==> src/rtl/rpd_pkg.sv <==
package rpd_pkg;

    typedef enum logic [1:0] {
        PDM_NONE     = 2'b00,
        PDM_ACT      = 2'b01,
        PDM_PRE_FAST = 2'b10,
        PDM_PRE_SLOW = 2'b11
    } pd_mode_e;

    typedef struct packed {
        logic     pd;
        pd_mode_e mode;
        logic     nop;
    } rank_st_t;

endpackage

==> src/rtl/rpd_idle_timer.sv <==
module rpd_idle_timer #(
    parameter int TMO_W = 16
) (
    input  logic             clk,
    input  logic             rst_n,
    input  logic             run,
    input  logic             touch,
    input  logic [TMO_W-1:0] limit,
    output logic             expire
);

    logic [TMO_W-1:0] cnt_q, cnt_d;
    logic [TMO_W:0]   seen;
    logic             at_limit;

    always_comb begin
        seen     = {1'b0, cnt_q} + (TMO_W+1)'(1);
        at_limit = seen >= {1'b0, limit};
        expire   = run && !touch && (limit != '0) && at_limit;
        cnt_d    = cnt_q;
        if (!run || touch || limit == '0) begin
            cnt_d = '0;
        end else if (!at_limit) begin
            cnt_d = cnt_q + TMO_W'(1);
        end
    end

    always_ff @(posedge clk) begin
        if (!rst_n) begin
            cnt_q <= '0;
        end else begin
            cnt_q <= cnt_d;
        end
    end

    // no expiry can come from a counter that has been held cleared
    a_r8_disabled_quiet: assert property (@(posedge clk) disable iff (!rst_n)
        (limit == '0) |=> (cnt_q == '0));

endmodule

==> src/rtl/rpd_exit_timer.sv <==
module rpd_exit_timer #(
    parameter int CW = 5
) (
    input  logic          clk,
    input  logic          rst_n,
    input  logic          load,
    input  logic [CW-1:0] cmd_len,
    input  logic [CW-1:0] dat_len,
    output logic          cmd_idle,
    output logic          dat_idle
);

    typedef struct packed {
        logic [CW-1:0] cmd;
        logic [CW-1:0] dat;
    } tmr_t;

    tmr_t tmr_q, tmr_d;

    always_comb begin
        tmr_d = tmr_q;
        if (tmr_q.cmd != '0) tmr_d.cmd = tmr_q.cmd - CW'(1);
        if (tmr_q.dat != '0) tmr_d.dat = tmr_q.dat - CW'(1);
        if (load) begin
            tmr_d.cmd = cmd_len;
            tmr_d.dat = dat_len;
        end
    end

    always_ff @(posedge clk) begin
        if (!rst_n) begin
            tmr_q <= '0;
        end else begin
            tmr_q <= tmr_d;
        end
    end

    assign cmd_idle = (tmr_q.cmd == '0);
    assign dat_idle = (tmr_q.dat == '0);

endmodule

==> src/rtl/rpd_rank_fsm.sv <==
module rpd_rank_fsm
    import rpd_pkg::*;
#(
    parameter int TMO_W = 16,
    parameter int CW    = 5
) (
    input  logic             clk,
    input  logic             rst_n,
    input  logic             rd_hit,
    input  logic             req,
    input  logic             bank_open,
    input  logic             slow_en,
    input  logic [TMO_W-1:0] limit,
    input  logic [CW-1:0]    cmd_len,
    input  logic [CW-1:0]    slow_dat_len,
    output logic             cke,
    output logic             nop,
    output logic             pad_hiz,
    output logic             cmd_rdy,
    output logic             dat_rdy,
    output logic [1:0]       mode
);

    rank_st_t      st_q, st_d;
    logic          expire, run, wake;
    logic          cmd_idle, dat_idle;
    logic [CW-1:0] dat_len;

    assign run     = !st_q.pd && !req && cmd_idle && dat_idle;
    assign wake    = st_q.pd && req;
    assign dat_len = (st_q.mode == PDM_PRE_SLOW) ? slow_dat_len : cmd_len;

    rpd_idle_timer #(.TMO_W(TMO_W)) idle_i (
        .clk    (clk),
        .rst_n  (rst_n),
        .run    (run),
        .touch  (rd_hit),
        .limit  (limit),
        .expire (expire)
    );

    rpd_exit_timer #(.CW(CW)) exit_i (
        .clk      (clk),
        .rst_n    (rst_n),
        .load     (wake),
        .cmd_len  (cmd_len),
        .dat_len  (dat_len),
        .cmd_idle (cmd_idle),
        .dat_idle (dat_idle)
    );

    always_comb begin
        st_d     = st_q;
        st_d.nop = 1'b0;
        if (expire) begin
            st_d.pd  = 1'b1;
            st_d.nop = 1'b1;
            if (bank_open)    st_d.mode = PDM_ACT;
            else if (slow_en) st_d.mode = PDM_PRE_SLOW;
            else              st_d.mode = PDM_PRE_FAST;
        end else if (wake) begin
            st_d.pd   = 1'b0;
            st_d.nop  = 1'b1;
            st_d.mode = PDM_NONE;
        end
    end

    always_ff @(posedge clk) begin
        if (!rst_n) begin
            st_q <= '{pd: 1'b0, mode: PDM_NONE, nop: 1'b0};
        end else begin
            st_q <= st_d;
        end
    end

    assign cke     = !st_q.pd;
    assign nop     = st_q.nop;
    assign pad_hiz = st_q.pd;
    assign cmd_rdy = !st_q.pd && cmd_idle;
    assign dat_rdy = !st_q.pd && dat_idle;
    assign mode    = st_q.mode;

    // every clock-enable fall carries a NOP
    a_r2_entry_nop: assert property (@(posedge clk) disable iff (!rst_n)
        $fell(cke) |-> nop);

    // every clock-enable rise carries a NOP
    a_r3_exit_nop: assert property (@(posedge clk) disable iff (!rst_n)
        $rose(cke) |-> nop);

    // no command allowed in the wake cycle
    a_r6_cmd_hold: assert property (@(posedge clk) disable iff (!rst_n)
        $rose(cke) |-> !cmd_rdy);

    // data never ready ahead of commands
    a_r7_data_order: assert property (@(posedge clk) disable iff (!rst_n)
        dat_rdy |-> cmd_rdy);

    // mode steady while the rank sleeps
    a_r5_mode_hold: assert property (@(posedge clk) disable iff (!rst_n)
        (!cke && $past(!cke)) |-> $stable(mode));

    // a pending request keeps an awake rank awake
    a_r9_req_blocks: assert property (@(posedge clk) disable iff (!rst_n)
        (req && cke) |=> cke);

endmodule

==> src/rtl/rank_pd_ctrl.sv <==
module rank_pd_ctrl #(
    parameter int NUM_RANKS    = 2,
    parameter int TMO_W        = 16,
    parameter int DLY_W        = 3,
    parameter int XP_MIN       = 3,
    parameter int XP_MAX       = 5,
    parameter int SLOW_DAT_DLY = 16
) (
    input  logic                       clk,
    input  logic                       rst_n,
    input  logic [NUM_RANKS-1:0]       rd_hit,
    input  logic [NUM_RANKS-1:0]       req_pend,
    input  logic [NUM_RANKS-1:0]       bank_open,
    input  logic                       slow_exit_en,
    input  logic [NUM_RANKS*TMO_W-1:0] idle_limit,
    input  logic [DLY_W-1:0]           exit_dly,
    output logic [NUM_RANKS-1:0]       cke,
    output logic [NUM_RANKS-1:0]       nop_stb,
    output logic [NUM_RANKS-1:0]       pad_hiz,
    output logic [NUM_RANKS-1:0]       cmd_rdy,
    output logic [NUM_RANKS-1:0]       dat_rdy,
    output logic [2*NUM_RANKS-1:0]     pd_mode
);

    localparam int LEN_MAX = (SLOW_DAT_DLY > XP_MAX) ? SLOW_DAT_DLY : XP_MAX;
    localparam int CNT_W   = $clog2(LEN_MAX + 1);

    logic [CNT_W-1:0] cmd_len;
    logic [CNT_W-1:0] slow_len;

    assign slow_len = CNT_W'(SLOW_DAT_DLY);

    always_comb begin
        cmd_len = CNT_W'(exit_dly);
        if (exit_dly < DLY_W'(XP_MIN)) begin
            cmd_len = CNT_W'(XP_MIN);
        end else if (exit_dly > DLY_W'(XP_MAX)) begin
            cmd_len = CNT_W'(XP_MAX);
        end
    end

    for (genvar r = 0; r < NUM_RANKS; r++) begin : g_rank
        rpd_rank_fsm #(.TMO_W(TMO_W), .CW(CNT_W)) fsm_i (
            .clk          (clk),
            .rst_n        (rst_n),
            .rd_hit       (rd_hit[r]),
            .req          (req_pend[r]),
            .bank_open    (bank_open[r]),
            .slow_en      (slow_exit_en),
            .limit        (idle_limit[r*TMO_W +: TMO_W]),
            .cmd_len      (cmd_len),
            .slow_dat_len (slow_len),
            .cke          (cke[r]),
            .nop          (nop_stb[r]),
            .pad_hiz      (pad_hiz[r]),
            .cmd_rdy      (cmd_rdy[r]),
            .dat_rdy      (dat_rdy[r]),
            .mode         (pd_mode[2*r +: 2])
        );
    end

    // clamped command delay stays in its legal window
    a_r6_len_window: assert property (@(posedge clk) disable iff (!rst_n)
        (cmd_len >= CNT_W'(XP_MIN)) && (cmd_len <= CNT_W'(XP_MAX)));

endmodule

==> config.mk <==
export PLATFORM = sky130hd
export DESIGN_NAME = rank_pd_ctrl
export DESIGN_NICKNAME = d
export VERILOG_FILES = /design/src/rtl/rpd_pkg.sv /design/src/rtl/rpd_idle_timer.sv /design/src/rtl/rpd_exit_timer.sv /design/src/rtl/rpd_rank_fsm.sv /design/src/rtl/rank_pd_ctrl.sv
export SDC_FILE = /design/constraint.sdc
export NUM_CORES = 1
export LEC_CHECK = 0
export BUFFER_PORTS_ARGS = -buffer_cell sky130_fd_sc_hd__buf_4
export CAP_MARGIN = 10
export CORE_ASPECT_RATIO = 1.5
export CORE_MARGIN = 4
export CORE_UTILIZATION = 57
export DETAILED_ROUTE_END_ITERATION = 8
export PLACE_DENSITY = 0.79
export SLEW_MARGIN = 10
export SYNTH_ARGS = -nofsm -noshare
export SYNTH_HDL_FRONTEND = slang
export SYNTH_SLANG_ARGS = --single-unit
==> constraint.sdc <==
create_clock -name clk -period 4.4 [get_ports clk]
set_clock_uncertainty 0.2 [all_clocks]
set_input_delay 0.88 -clock clk [delete_from_list [all_inputs] [get_ports clk]]
set_output_delay 0.88 -clock clk [all_outputs]
set_load 0.05 [all_outputs]
# Word level (Yosys, flattened, before mapping)
# Index checks and enable logic that the tools add are counted.
dict set report word_totals {
  wordCells 94
  reg_bits 60
  inputBits 44
}
dict set report classes {
  muxes 17
  n_bitwise 1
  n_eq_ne 2
  reduce_logical 50
  magnitude_cmp 4
  n_addsub 8
}
# op count
set op_table {}
lappend op_table {{$add A16 B1 Y17 const B} 2}
lappend op_table {{$ge A17 B16 Y1} 2}
lappend op_table {{$add A16 B1 Y16 const B} 2}
lappend op_table {{$logic_not A16 Y1} 2}
lappend op_table {{$reduce_bool A16 Y1} 2}
lappend op_table {{$mux W5} 6}
lappend op_table {{$logic_not A5 Y1} 4}
lappend op_table {{$mux W10} 2}
lappend op_table {{$reduce_bool A5 Y1} 4}
lappend op_table {{$sub A5 B1 Y5 const B} 4}
lappend op_table {{$logic_and A1 B1 Y1} 18}
lappend op_table {{$mux W4} 4}
lappend op_table {{$reduce_bool A2 Y1} 6}
lappend op_table {{$logic_not A1 Y1} 8}
lappend op_table {{$mux W3} 2}
lappend op_table {{$eq A2 B2 Y1 const B} 2}
lappend op_table {{$logic_or A1 B1 Y1} 4}
lappend op_table {{$mux W2} 2}
lappend op_table {{$reduce_or A2 Y1} 2}
lappend op_table {{$gt A3 B3 Y1 const B} 1}
lappend op_table {{$lt A3 B2 Y1 const B} 1}
lappend op_table {{$mux W1} 1}
lappend op_table {{$not A1 Y1} 1}

# Logic depth before layout (Yosys ltp)
dict set report logic_depth {
  depth_word 8
  ltp_mapped 15
}

# Modules after synthesis
# Synthesis repeated with hierarchy kept, for this count alone.
dict set report hier_totals {
  cells_unflattened 530
  hier_area_um2 4446.8
}
# mod n_inst seq_area_each_um2 cells_each area_per_inst_um2
set modules_own_cells {}
lappend modules_own_cells {{rpd_idle_timer (g_rank[0].fsm_i.idle_i)} 1 320.3 174 1418.9}
lappend modules_own_cells {{rpd_idle_timer (g_rank[1].fsm_i.idle_i)} 1 320.3 177 1397.6}
lappend modules_own_cells {rpd_exit_timer 2 200.2 62 569.3}
lappend modules_own_cells {rpd_rank_fsm 2 80.1 25 234.0}
lappend modules_own_cells {rank_pd_ctrl 1 0.0 5 23.8}

# Least setup slack after synthesis
# No wires, ideal clock.
dict set report synth_path {
  kind {register to register}
  startpoint {register g_rank[0].fsm_i.idle_i.cnt_q[0]}
  endpoint {register g_rank[0].fsm_i.idle_i.cnt_q[13]}
  setup_time_ns 0.070
  setup_slack_ns 0.939
  t_arrival_ns 3.190
  period_less_slack_ns 3.461
  stages_incl_launch_ff 14
  cell_sequence {dfxtp_1 -> ha_1 -> nand3_2 -> or2_4 -> or4_4 -> xnor2_1 -> ha_1 -> nand4_1 -> nor2_1 -> o31ai_1 -> o2111ai_4 -> buf_4 -> or3_1 -> a21oi_1}
}
dict set report synth_between {
  elab_chain_cells 2
  word_cells_on_any_way 3
}
# element line
set synth_rtl {}
lappend synth_rtl {{start, declared} rpd_idle_timer.sv:12} ;# logic [TMO_W-1:0] cnt_q, cnt_d;
lappend synth_rtl {{start signal, assigned} rpd_idle_timer.sv:32} ;# cnt_q <= cnt_d;
lappend synth_rtl {{$add A16 B1 Y17} rpd_idle_timer.sv:17} ;# seen = {1'b0, cnt_q} + (TMO_W+1)'(1);
lappend synth_rtl {{net g_rank[0].fsm_i.idle_i.seen[14]} rpd_idle_timer.sv:13} ;# logic [TMO_W:0] seen;
lappend synth_rtl {{$ge A17 B16 Y1} rpd_idle_timer.sv:18} ;# at_limit = seen >= {1'b0, limit};
# The timed path passes the listed nets, and every way through them passes these cells.
# A chain may end at the register's enable or synchronous reset.

# Worst setup path after layout
dict set report layout_path {
  startpoint {register g_rank[0].fsm_i.idle_i.cnt_q[2]}
  endpoint {register g_rank[0].fsm_i.idle_i.cnt_q[2]}
}
# Same word-level chain as after synthesis.

==> qor.yml <==
outcome: "completed"
design.portCount: 58
cellPowerDensity_mw_per_mm2: 413.3
max-cap-violations: 0
worst-path-max-fanout: 33
hold_path_class: "flop to flop"
die-height_um: 111.8
io_buffer_count: 57
detail_route.iter0.violations: 228
fmax_mhz: 252.9
syn_to_final_growth_pct: 15.62
clk_pin_slew_ns: 0.08
synth.area.top_cells: "sky130_fd_sc_hd__dfxtp_1 29%, sky130_fd_sc_hd__ha_1 12%, sky130_fd_sc_hd__a21oi_1 6.8%, sky130_fd_sc_hd__xnor2_1 6.4%, sky130_fd_sc_hd__inv_1 4.4%"
synth_top_flop_cell: "sky130_fd_sc_hd__dfxtp_1"
timing.final.hold_violations: 0
timing.final.max_slew_violations: 0
finalSetupViolations: 0
num_rows: 37
synth-edff-count: 0
most_area_hungry_cell_type_in_the_yosys_netlist: "sky130_fd_sc_hd__dfxtp_1"
fin_crit_sh_pct: 89.86
design.final.nets: 643
grt.overflow.total: 0
die_area_mm2: 0.008628
ys_seq_elements: 60
worst-slew-pin-transition_ns: 0.7381
cts_made_buffers: 9
power_switching_w: 0.0006794
detail_route.first_pass.iterations: 5
seq_power_share_pct: 33.5
p_leak_nw: 1.962
endpoint_kind: "flop"
post_route_cells_drive_above_1_share_pct: 16.08
initial_antenna_violation_count: 0
ys_warn_count: 0
postRouteAntennaNets: 0
netlist.area_leader.share_pct: 29.35
start_kind: "flop"
post_drt_via_cell_ratio: 5.821
wirelength_um: 9086
syn_inst: 520
vdd_ir_drop_max_mv: 0.4530
nFillCells: 606
power_total_w: 0.001956
maximum_level_of_the_cts_h_tree: 3
synthMostInstantiatedCell: "sky130_fd_sc_hd__dfxtp_1"
intPower_w: 0.001277
critical_path_arrival_ns: 4.01
floorplan.die.width_um: 77.19
power_frac_comb_pct: 34.9
insertion_delay_to_the_later_sink_of_the_worst_skew_pair_ns: 0.35
core-area_mm2: 0.006944
place.detailed.hpwl_um: 6950
multi_input_comb_area_mm2: 0.002564
cts-root-to-sink-buffers: 2
grt_pass1_vias: 3582
grt_pass1_wl_um: 15730
post_cts_setup_buffers: 0
detailroute.via_count: 3749
ys_top_cells_by_count: "60 x sky130_fd_sc_hd__dfxtp_1, 56 x sky130_fd_sc_hd__a21oi_1, 48 x sky130_fd_sc_hd__inv_1"
gp_congestion: 0.9051
fin_tns_setup_ns: 0
remaining_drc_errors: 0
syn-cell-area_mm2: 0.004093
syn_area_cell_um2: 7.871
synth_sequential_area_ratio_pct: 29.35
synthArstFlopShare_pct: 0
grt_max_degree: 34
syn-num-nets: 602
floorplan.initialDensity_pct: 58.94
cts_tree: "done"
yosysUniqueCellTypes: 45
grt_use_total_pct: 22.03
wl_per_cell_um: 14.11
clockPowerShare_pct: 31.7
timing.slew.headroom_pct: 50.65
power_switching_share_pct: 34.74
minimum_period_implied_by_the_final_worst_setup_slack_ns: 3.954
cts_root_buf: "sky130_fd_sc_hd__clkbuf_8"
grt_setup_unrepaired: "false"
worstSetupPathType: "flop to flop"
antenna_cells_inserted: 0
worstPathRequired_ns: 4.46
regArea_mm2: 0.001201
tritoncts_num_sinks: 60
state kept, by name (all words and copies together), names as in the netlist:
register / flops
g_rank.fsm_i.exit_i.tmr_q: 20
g_rank.fsm_i.idle_i.cnt_q: 32
g_rank.fsm_i.mode: 4
g_rank.fsm_i.nop: 2
g_rank.fsm_i.pad_hiz: 2
stage by stage:
step	cells	cell area (µm²)	worst slack (ns)	util [%]	hold WS [ns]
after floorplan	520	4093	0.9393	-	0.2046
after global placement	628	4479	0.3824	64.50	0.2148
after detailed placement	628	4479	0.3647	64.50	0.2196
after CTS	644	4726	0.3406	68.05	0.2336
after global routing	644	4732	0.1614	68.14	0.2583
final	644	4732	0.4463	68.14	0.2335
logic make-up (layout without fill, tap and decap cells):
| family | after synthesis | count (layout) | synth area share [%] |
|---|---|---|---|
| XOR/XNOR | 41 | 41 | 8.774 |
| multiplexers | 4 | 4 | 0.9783 |
| adder cells (fa/ha/maj) | 38 | 38 | 11.62 |
| AO/OA/AOI/OAI | 113 | 113 | 16.54 |
| flip-flops | 60 | 60 | 29.35 |
| buffers and inverters | 77 | 123 | 8.162 |
| AND/OR/NAND/NOR | 187 | 187 | 24.58 |
per-layer routing:
layer	routed length [µm]	vias to the layer above	part of all wire [%]	GRT usage, %
met1	3872	1724	43	26.18
met2	4627	75	51	37.97
met3	425	11	4.7	4.693
met4	161	0	1.8	9.264
met5	0	-	0	0
li1	-	1939	-	-
what timing repair did:
action	in CTS	in global routing
hold buffers	0	0
setup endpoints to repair	0	11
resized for setup	0	1
power by group through the flow:
| stage | combinational, W | sequential, W | clock (W) |
|---|---|---|---|
| 2_1_floorplan | 0.000579 | 0.000656 | 0 |
| 3_3_place_gp | 0.000663 | 0.000664 | 0 |
| 3_5_place_dp | 0.000677 | 0.000666 | 0 |
| 4_1_cts | 0.000684 | 0.000654 | 0.000634 |
| 5_1_grt | 0.000759 | 0.000663 | 0.000657 |
| 6_report | 0.000682 | 0.000655 | 0.000619 |
layout by cell type, fill, tap and decap left out, types with 3 or more instances in the layout:
cell                        instances
sky130_fd_sc_hd__dfxtp_1           60
sky130_fd_sc_hd__buf_4             59
sky130_fd_sc_hd__a21oi_1           56
sky130_fd_sc_hd__inv_1             48
sky130_fd_sc_hd__nor2_1            39
sky130_fd_sc_hd__ha_1              38
sky130_fd_sc_hd__xnor2_1           30
sky130_fd_sc_hd__nand2_1           29
sky130_fd_sc_hd__nand3_1           28
sky130_fd_sc_hd__o21ai_0           23
sky130_fd_sc_hd__or3_1             18
sky130_fd_sc_hd__o31ai_1           16
sky130_fd_sc_hd__nand4_1           15
sky130_fd_sc_hd__or4_1             14
sky130_fd_sc_hd__nor4_1            11
sky130_fd_sc_hd__xor2_1            11
sky130_fd_sc_hd__nor3_1             9
sky130_fd_sc_hd__clkbuf_8           9
sky130_fd_sc_hd__or2_2              7
sky130_fd_sc_hd__a22oi_1            4
sky130_fd_sc_hd__mux2i_1            4
sky130_fd_sc_hd__or3b_2             3
sky130_fd_sc_hd__and4_1             3
sky130_fd_sc_hd__nand2b_1           3
sky130_fd_sc_hd__bufinv_16          3
critical path, stage by stage, from the launching register on:
cell and delay [ns]:
sky130_fd_sc_hd__dfxtp_1 0.44, sky130_fd_sc_hd__nand4_1 0.17, sky130_fd_sc_hd__nor4_1 0.55, sky130_fd_sc_hd__nand3_1 0.24, sky130_fd_sc_hd__or2_2 0.37, sky130_fd_sc_hd__xnor2_1 0.13
sky130_fd_sc_hd__ha_1 0.31, sky130_fd_sc_hd__nand3_1 0.11, sky130_fd_sc_hd__o22ai_1 0.09, sky130_fd_sc_hd__a21oi_1 0.24, sky130_fd_sc_hd__o2111ai_4 0.40, sky130_fd_sc_hd__or3_1 0.45
sky130_fd_sc_hd__a21oi_1 0.15
layout make-up:
cell class | instances | area share (%)
Sequential cell | 60 | 25.38
Inverter | 48 | 3.808
Timing Repair Buffer | 59 | 9.360
Multi-Input combinational cell | 383 | 54.18
Tap cell | 78 | 2.062
Clock buffer | 9 | 2.618
Clock inverter | 7 | 2.591
path summary, 6_finish.rpt:
path,startpoint,end,slack (ns),cells after the start
min reg2reg,g_rank[1].fsm_i.exit_i.tmr_q[9],g_rank[1].fsm_i.exit_i.tmr_q[9],0.23,2
max,g_rank[0].fsm_i.idle_i.cnt_q[2],g_rank[0].fsm_i.idle_i.cnt_q[2],0.45,12
max reg2reg,g_rank[0].fsm_i.idle_i.cnt_q[2],g_rank[0].fsm_i.idle_i.cnt_q[2],0.45,12
min,g_rank[1].fsm_i.exit_i.tmr_q[9],g_rank[1].fsm_i.exit_i.tmr_q[9],0.23,2
Note: power is estimated with default switching activity, not from simulation.
